--- config.mk ---
export PLATFORM = sky130hd
export DESIGN_NAME = smb_ptr_slave
export DESIGN_NICKNAME = d
export VERILOG_FILES = /design/src/rtl/smb_pkg.sv /design/src/rtl/smb_sync.sv /design/src/rtl/smb_bus_events.sv /design/src/rtl/smb_ptr_slave.sv
export SDC_FILE = /design/constraint.sdc
export NUM_CORES = 1
export LEC_CHECK = 0
export BUFFER_PORTS_ARGS = -buffer_cell sky130_fd_sc_hd__buf_2
export CAP_MARGIN = 20
export CELL_PAD_IN_SITES_DETAIL_PLACEMENT = 1
export CELL_PAD_IN_SITES_GLOBAL_PLACEMENT = 2
export CORE_ASPECT_RATIO = 2
export CORE_MARGIN = 4
export CORE_UTILIZATION = 37
export CTS_CLUSTER_DIAMETER = 150
export DETAILED_ROUTE_END_ITERATION = 10
export GPL_TIMING_DRIVEN = 0
export PLACE_DENSITY = 0.89
export SLEW_MARGIN = 30
export SYNTH_ARGS = -nofsm -noshare
export SYNTH_HDL_FRONTEND = slang
export SYNTH_SLANG_ARGS = --single-unit
export TNS_END_PERCENT = 30
--- constraint.sdc ---
create_clock -name clk -period 2.35 [get_ports clk]
set_input_delay 0.235 -clock clk [delete_from_list [all_inputs] [get_ports clk]]
set_output_delay 0.235 -clock clk [all_outputs]
set_load 0.01 [all_outputs]
--- src/rtl/smb_pkg.sv ---
package smb_pkg;
    typedef enum logic [3:0] {
        ST_IDLE,
        ST_ADDR,
        ST_ADDR_ACK,
        ST_CMD,
        ST_CMD_ACK,
        ST_DATA,
        ST_DATA_ACK,
        ST_RD_BYTE,
        ST_RD_ACK,
        ST_IGNORE
    } smb_state_e;
endpackage

--- src/rtl/smb_sync.sv ---
module smb_sync #(
    parameter int W      = 2,
    parameter int STAGES = 2
) (
    input  logic         clk,
    input  logic         rst_n,
    input  logic [W-1:0] d_i,
    output logic [W-1:0] q_o
);
    logic [W-1:0] pipe_q [STAGES];

    always_ff @(posedge clk or negedge rst_n) begin
        if (!rst_n) begin
            for (int i = 0; i < STAGES; i++) pipe_q[i] <= '1;
        end else begin
            pipe_q[0] <= d_i;
            for (int i = 1; i < STAGES; i++) pipe_q[i] <= pipe_q[i-1];
        end
    end

    assign q_o = pipe_q[STAGES-1];
endmodule

--- src/rtl/smb_bus_events.sv ---
module smb_bus_events (
    input  logic clk,
    input  logic rst_n,
    input  logic scl_s,
    input  logic sda_s,
    output logic scl_rise,
    output logic scl_fall,
    output logic start_det,
    output logic stop_det
);
    logic scl_q, sda_q;

    always_ff @(posedge clk or negedge rst_n) begin
        if (!rst_n) begin
            scl_q <= 1'b1;
            sda_q <= 1'b1;
        end else begin
            scl_q <= scl_s;
            sda_q <= sda_s;
        end
    end

    always_comb begin
        scl_rise  = scl_s & ~scl_q;
        scl_fall  = ~scl_s & scl_q;
        start_det = scl_s & scl_q & sda_q & ~sda_s;
        stop_det  = scl_s & scl_q & ~sda_q & sda_s;
    end
endmodule

--- src/rtl/smb_ptr_slave.sv ---
module smb_ptr_slave
    import smb_pkg::*;
#(
    parameter logic [6:0] DEV_ADDR = 7'h2E,
    parameter int         BYTE_W   = 8
) (
    input  logic              clk,
    input  logic              rst_n,
    input  logic              scl_i,
    input  logic              sda_i,
    output logic              sda_oe,
    output logic [BYTE_W-1:0] reg_addr,
    output logic              reg_wr_en,
    output logic [BYTE_W-1:0] reg_wr_data,
    input  logic [BYTE_W-1:0] reg_rd_data
);
    localparam int CNT_W = $clog2(BYTE_W);
    localparam logic [CNT_W-1:0] LAST_BIT = CNT_W'(BYTE_W - 1);

    logic [1:0] sync_s;
    logic       scl_s, sda_s;
    logic       scl_rise, scl_fall, start_det, stop_det;

    smb_sync #(.W(2), .STAGES(2)) u_sync (
        .clk   (clk),
        .rst_n (rst_n),
        .d_i   ({scl_i, sda_i}),
        .q_o   (sync_s)
    );
    assign scl_s = sync_s[1];
    assign sda_s = sync_s[0];

    smb_bus_events u_events (
        .clk       (clk),
        .rst_n     (rst_n),
        .scl_s     (scl_s),
        .sda_s     (sda_s),
        .scl_rise  (scl_rise),
        .scl_fall  (scl_fall),
        .start_det (start_det),
        .stop_det  (stop_det)
    );

    smb_state_e        state_q, state_d;
    logic [CNT_W-1:0]  bit_cnt_q;
    logic              got_byte_q;
    logic [BYTE_W-1:0] rx_sh_q, tx_sh_q, ptr_q;
    logic              rw_q, wr_q;
    logic              rx_state, byte_end;

    assign rx_state = (state_q == ST_ADDR) || (state_q == ST_CMD) || (state_q == ST_DATA);
    assign byte_end = rx_state && got_byte_q && scl_fall;

    // next-state logic
    always_comb begin
        state_d = state_q;
        if (stop_det) begin
            state_d = ST_IDLE;
        end else if (start_det) begin
            state_d = ST_ADDR;
        end else begin
            unique case (state_q)
                ST_IDLE:     state_d = ST_IDLE;
                ST_ADDR:     if (byte_end)
                                 state_d = (rx_sh_q[BYTE_W-1:1] == DEV_ADDR) ? ST_ADDR_ACK : ST_IGNORE;
                ST_ADDR_ACK: if (scl_fall) state_d = rw_q ? ST_RD_BYTE : ST_CMD;
                ST_CMD:      if (byte_end) state_d = ST_CMD_ACK;
                ST_CMD_ACK:  if (scl_fall) state_d = ST_DATA;
                ST_DATA:     if (byte_end) state_d = ST_DATA_ACK;
                ST_DATA_ACK: if (scl_fall) state_d = ST_IGNORE;
                ST_RD_BYTE:  if (scl_fall && bit_cnt_q == LAST_BIT) state_d = ST_RD_ACK;
                ST_RD_ACK:   if (scl_fall) state_d = ST_IGNORE;
                ST_IGNORE:   state_d = ST_IGNORE;
                default:     state_d = ST_IDLE;
            endcase
        end
    end

    // state register
    always_ff @(posedge clk or negedge rst_n) begin
        if (!rst_n) state_q <= ST_IDLE;
        else        state_q <= state_d;
    end

    // datapath: shifters, bit counter, pointer, write strobe
    always_ff @(posedge clk or negedge rst_n) begin
        if (!rst_n) begin
            bit_cnt_q  <= '0;
            got_byte_q <= 1'b0;
            rx_sh_q    <= '0;
            tx_sh_q    <= '0;
            ptr_q      <= '0;
            rw_q       <= 1'b0;
            wr_q       <= 1'b0;
        end else begin
            wr_q <= 1'b0;
            if (start_det || stop_det) begin
                bit_cnt_q  <= '0;
                got_byte_q <= 1'b0;
            end else if (byte_end) begin
                bit_cnt_q  <= '0;
                got_byte_q <= 1'b0;
                if (state_q == ST_ADDR) rw_q  <= rx_sh_q[0];
                if (state_q == ST_CMD)  ptr_q <= rx_sh_q;
                if (state_q == ST_DATA) wr_q  <= 1'b1;
            end else if (rx_state && scl_rise && !got_byte_q) begin
                rx_sh_q <= {rx_sh_q[BYTE_W-2:0], sda_s};
                if (bit_cnt_q == LAST_BIT) got_byte_q <= 1'b1;
                else                       bit_cnt_q  <= bit_cnt_q + 1'b1;
            end else if (state_q == ST_ADDR_ACK && scl_fall && rw_q) begin
                tx_sh_q   <= reg_rd_data;
                bit_cnt_q <= '0;
            end else if (state_q == ST_RD_BYTE && scl_fall && bit_cnt_q != LAST_BIT) begin
                tx_sh_q   <= {tx_sh_q[BYTE_W-2:0], 1'b0};
                bit_cnt_q <= bit_cnt_q + 1'b1;
            end
        end
    end

    // outputs
    always_comb begin
        unique case (state_q)
            ST_ADDR_ACK, ST_CMD_ACK, ST_DATA_ACK: sda_oe = 1'b1;
            ST_RD_BYTE:                           sda_oe = ~tx_sh_q[BYTE_W-1];
            default:                              sda_oe = 1'b0;
        endcase
        reg_addr    = ptr_q;
        reg_wr_en   = wr_q;
        reg_wr_data = rx_sh_q;
    end


    ptr_load_chk: assert property (@(posedge clk) disable iff (!rst_n)
        !$stable(ptr_q) |-> state_q == ST_CMD_ACK);

    ptr_read_hold_chk: assert property (@(posedge clk) disable iff (!rst_n)
        (state_q == ST_RD_BYTE || state_q == ST_RD_ACK) |-> $stable(ptr_q));

    wr_single_pulse_chk: assert property (@(posedge clk) disable iff (!rst_n)
        reg_wr_en |=> !reg_wr_en);

    wr_in_ack_chk: assert property (@(posedge clk) disable iff (!rst_n)
        reg_wr_en |-> state_q == ST_DATA_ACK);

    idle_release_chk: assert property (@(posedge clk) disable iff (!rst_n)
        (state_q == ST_IGNORE || state_q == ST_IDLE) |-> !sda_oe);

    pull_after_fall_chk: assert property (@(posedge clk) disable iff (!rst_n)
        $rose(sda_oe) |-> $past(scl_fall));
endmodule

==> impl_metrics.yaml <==
floorplanning:
  initial_core_util_pct: 38.3
  die_height_um: 112
  die-area_mm2: 0.00668
  core_mm2: 0.00518
  io_pins: 30
  rows: 37
  die_x_um: 59.8
sta:
  rsz0062_at_grt: "no"
  timing.hold.ws_ns: 0.0355
  min_period_over_period_pct: 83.3
  fin_setup_tns_ns: 0
  clock_skew_ns: 0.0115
  worst_slew_pin_slew_ns: 0.543
  setup_viol: 0
  hold_viol: 0
  clock.fmax_mhz: 511
  slew_viol_final: 0
  relSlewSlack_pct: 63.3
  fin_crit_ns: 1.96
pwr:
  p_leak_nw: 1.17
  ir_worst_vdd_mv: 0.684
  power.density_mw_per_mm2: 859
status:
  run_status: "finished, final reports clean"
layout:
  ff_latch_area_mm2: 0.00101
  final_cell_mix: "dfrtp_1, buf_2, o21ai_0"
  drive_gt1_share_pct: 34.4
  final_common_cell: "dfrtp_1"
  nFillCells: 587
  postLayoutCoreUtil_pct: 44.9
  multi_input_area_um2: 916
  fin_cells: 273
  antenna_cells: 0
  nNetsFinal: 228
  area_delta_synth_final_pct: 17.2
global_routing:
  grt_pass1_wl_mm: 8.20
  first_global_vias: 1674
  track_usage_pct: 16.3
  grt_overflow_total: 0
  antenna_found_initial: 0
  grt_max_degree: 41
yosys:
  ys_types: 49
  yosysTopAreaCell: "dfrtp_1"
  synth_cells: 177
  synth_top_area_share_pct: 42.8
  ys_warn_count: 0
  ys.flop_type: "dfrtp_1"
  ys_seq_area_share_pct: 50.8
  synth.net_count: 191
  avgSynthCellArea_um2: 11.2
  ys_ff_latch: 40
  async_flop_share_pct: 100
  synth_edf_count: 0
  netlist_area_mm2: 0.00199
  synth.area.top_cells: "dfrtp_1, dfstp_2, mux2_2"
place:
  port_buffers: 29
  hpwlAfterDp_mm: 3.50
  dp_cells: 264
  place_congestion: 0.881
route:
  dr_total_vias: 1528
  ant_nets: 0
  drcViolationCount: 0
  wl_per_cell_um: 17.3
  postRouteWirelength_mm: 4.74
  drt-initial-drc-count: 29
  firstDrtPassIters: 4
  viasPerCell: 5.60
clocking:
  cts_buffer_depth: 2
  clock_sinks: 40
  insertion_delay_ns: 0.30
  cts_tree: "built"
  cts_buffers: 5
  clkTransAtPathRegs_ns: 0.08
  cts_max_level: 2
  cts-root-buf: "clkbuf_8"
  post_cts_resized: 0
job:
  cap_violations: 0
critical_path:
  critPathSlowestCell: "dfrtp_1"
  reg2reg_depth: 7
  critPathCapture: "bit_cnt_q[2]$_DFFE_PN0P_"
  cp.arrival_ns: 2.20
  ff2ff_setup_slack_ns: 0.39
  cp-end-kind: "flip-flop"
  criticalPathCategory: "flip-flop to flip-flop"
  r2r_end: "bit_cnt_q[2]$_DFFE_PN0P_"
  cp.required_ns: 2.60
  cp-startpoint: "bit_cnt_q[0]$_DFFE_PN0P_"
  critPathMaxFanout: 8
  startpoint_type: "flip-flop"
  crit_path_max_incr_delay_ns: 0.38
  path_cells: "ha_1, ha_1, and3b_1, o211ai_2, o211ai_2, o21ai_1, a22o_1"
  reg2reg_from: "bit_cnt_q[0]$_DFFE_PN0P_"
hold_path:
  worstHoldPathType: "input port to flip-flop"
## worst max-delay path: cells and delay by family, from the launching register on
family                   cells  cell delay, ns
AO/OA/AOI/OAI                4            0.87
adder cells (fa/ha/maj)      2            0.43
flip-flops                   1            0.38
AND/OR/NAND/NOR              1            0.22
## Yosys cell counts, drive strengths merged, types with 3 or more instances
library cell / number
dfrtp: 34
o21ai: 19
mux2: 17
nand2: 17
nor2: 11
a21oi: 8
buf: 8
mux2i: 7
dfstp: 6
nand2b: 6
a32o: 3
inv: 3
nor3: 3
nor3b: 3
## sequential cells by signal, summed over array words and instances, names as in the netlist
name,count
tx_sh_q,8
u_events.sda_q,1
u_sync.q_o,2
state_q,4
rw_q,1
u_events.scl_q,1
got_byte_q,1
reg_wr_en,1
reg_addr,8
u_sync.pipe_q,2
bit_cnt_q,3
reg_wr_data,8
## repair_timing
item	CTS	global route
hold endpoints to repair	0	34
hold buffers	0	1
buffers inserted	0	0
## metrics by stage
stage | instance area [µm²] | setup slack [ns] | power [mW]
floorplan | 1990 | 0.637 | 1.27
CTS | 2320 | 0.359 | 2.03
finish | 2330 | 0.392 | 2.00
global placement | 2200 | 0.379 | 1.43
global route | 2330 | 0.196 | 2.13
detailed placement | 2200 | 0.385 | 1.45
## power breakdown
part / switching [mW] / internal [mW]
clock network: 0.249 / 0.314
logic: 0.288 / 0.249
registers: 0.119 / 0.783
## how the worst min path moves through the flow
stage                     startpoint                    endpoint  slack [ns]  cells after the start
final                          scl_i  u_sync.pipe_q[3]$_DFF_PN1_        0.04                      1
after global routing           scl_i  u_sync.pipe_q[3]$_DFF_PN1_        0.03                      1
after CTS                      scl_i  u_sync.pipe_q[3]$_DFF_PN1_        0.02                      1
after detailed placement       scl_i  u_sync.pipe_q[3]$_DFF_PN1_        0.34                      1
after global placement         scl_i  u_sync.pipe_q[3]$_DFF_PN1_        0.34                      1
after floorplan                rst_n    bit_cnt_q[0]$_DFFE_PN0P_       -0.06                      0
## cells by family (layout without fill, tap and decap cells)
group | after synthesis | after routing | synth area share [%]
DFF | 40 | 40 | 50.8
adders and majority gates | 2 | 2 | 1.26
AOI/OAI and AO/OA | 46 | 46 | 15.7
muxes | 24 | 24 | 13.2
and+or+nand+nor | 54 | 54 | 16.0
buffers and inverters | 11 | 49 | 3.15
## final cells by class
class	count	share of cell area [%]
clock inverters	3	1.83
inverters	3	0.484
plain buffers	8	2.20
multi-input cells	126	39.3
clock buffers	5	2.96
flip-flops and latches	40	43.3
repair buffers	30	6.77
well taps	58	3.12
## layer usage
layer | GRT usage [%] | wire [µm] | up-vias
met5 | 0 | 0 | -
met4 | 9.76 | 206 | 0
met3 | 2.78 | 119 | 13
met2 | 28.5 | 2680 | 29
met1 | 17.2 | 1730 | 767
li1 | - | - | 719
No activity file was read; power rests on OpenSTA's default activity.
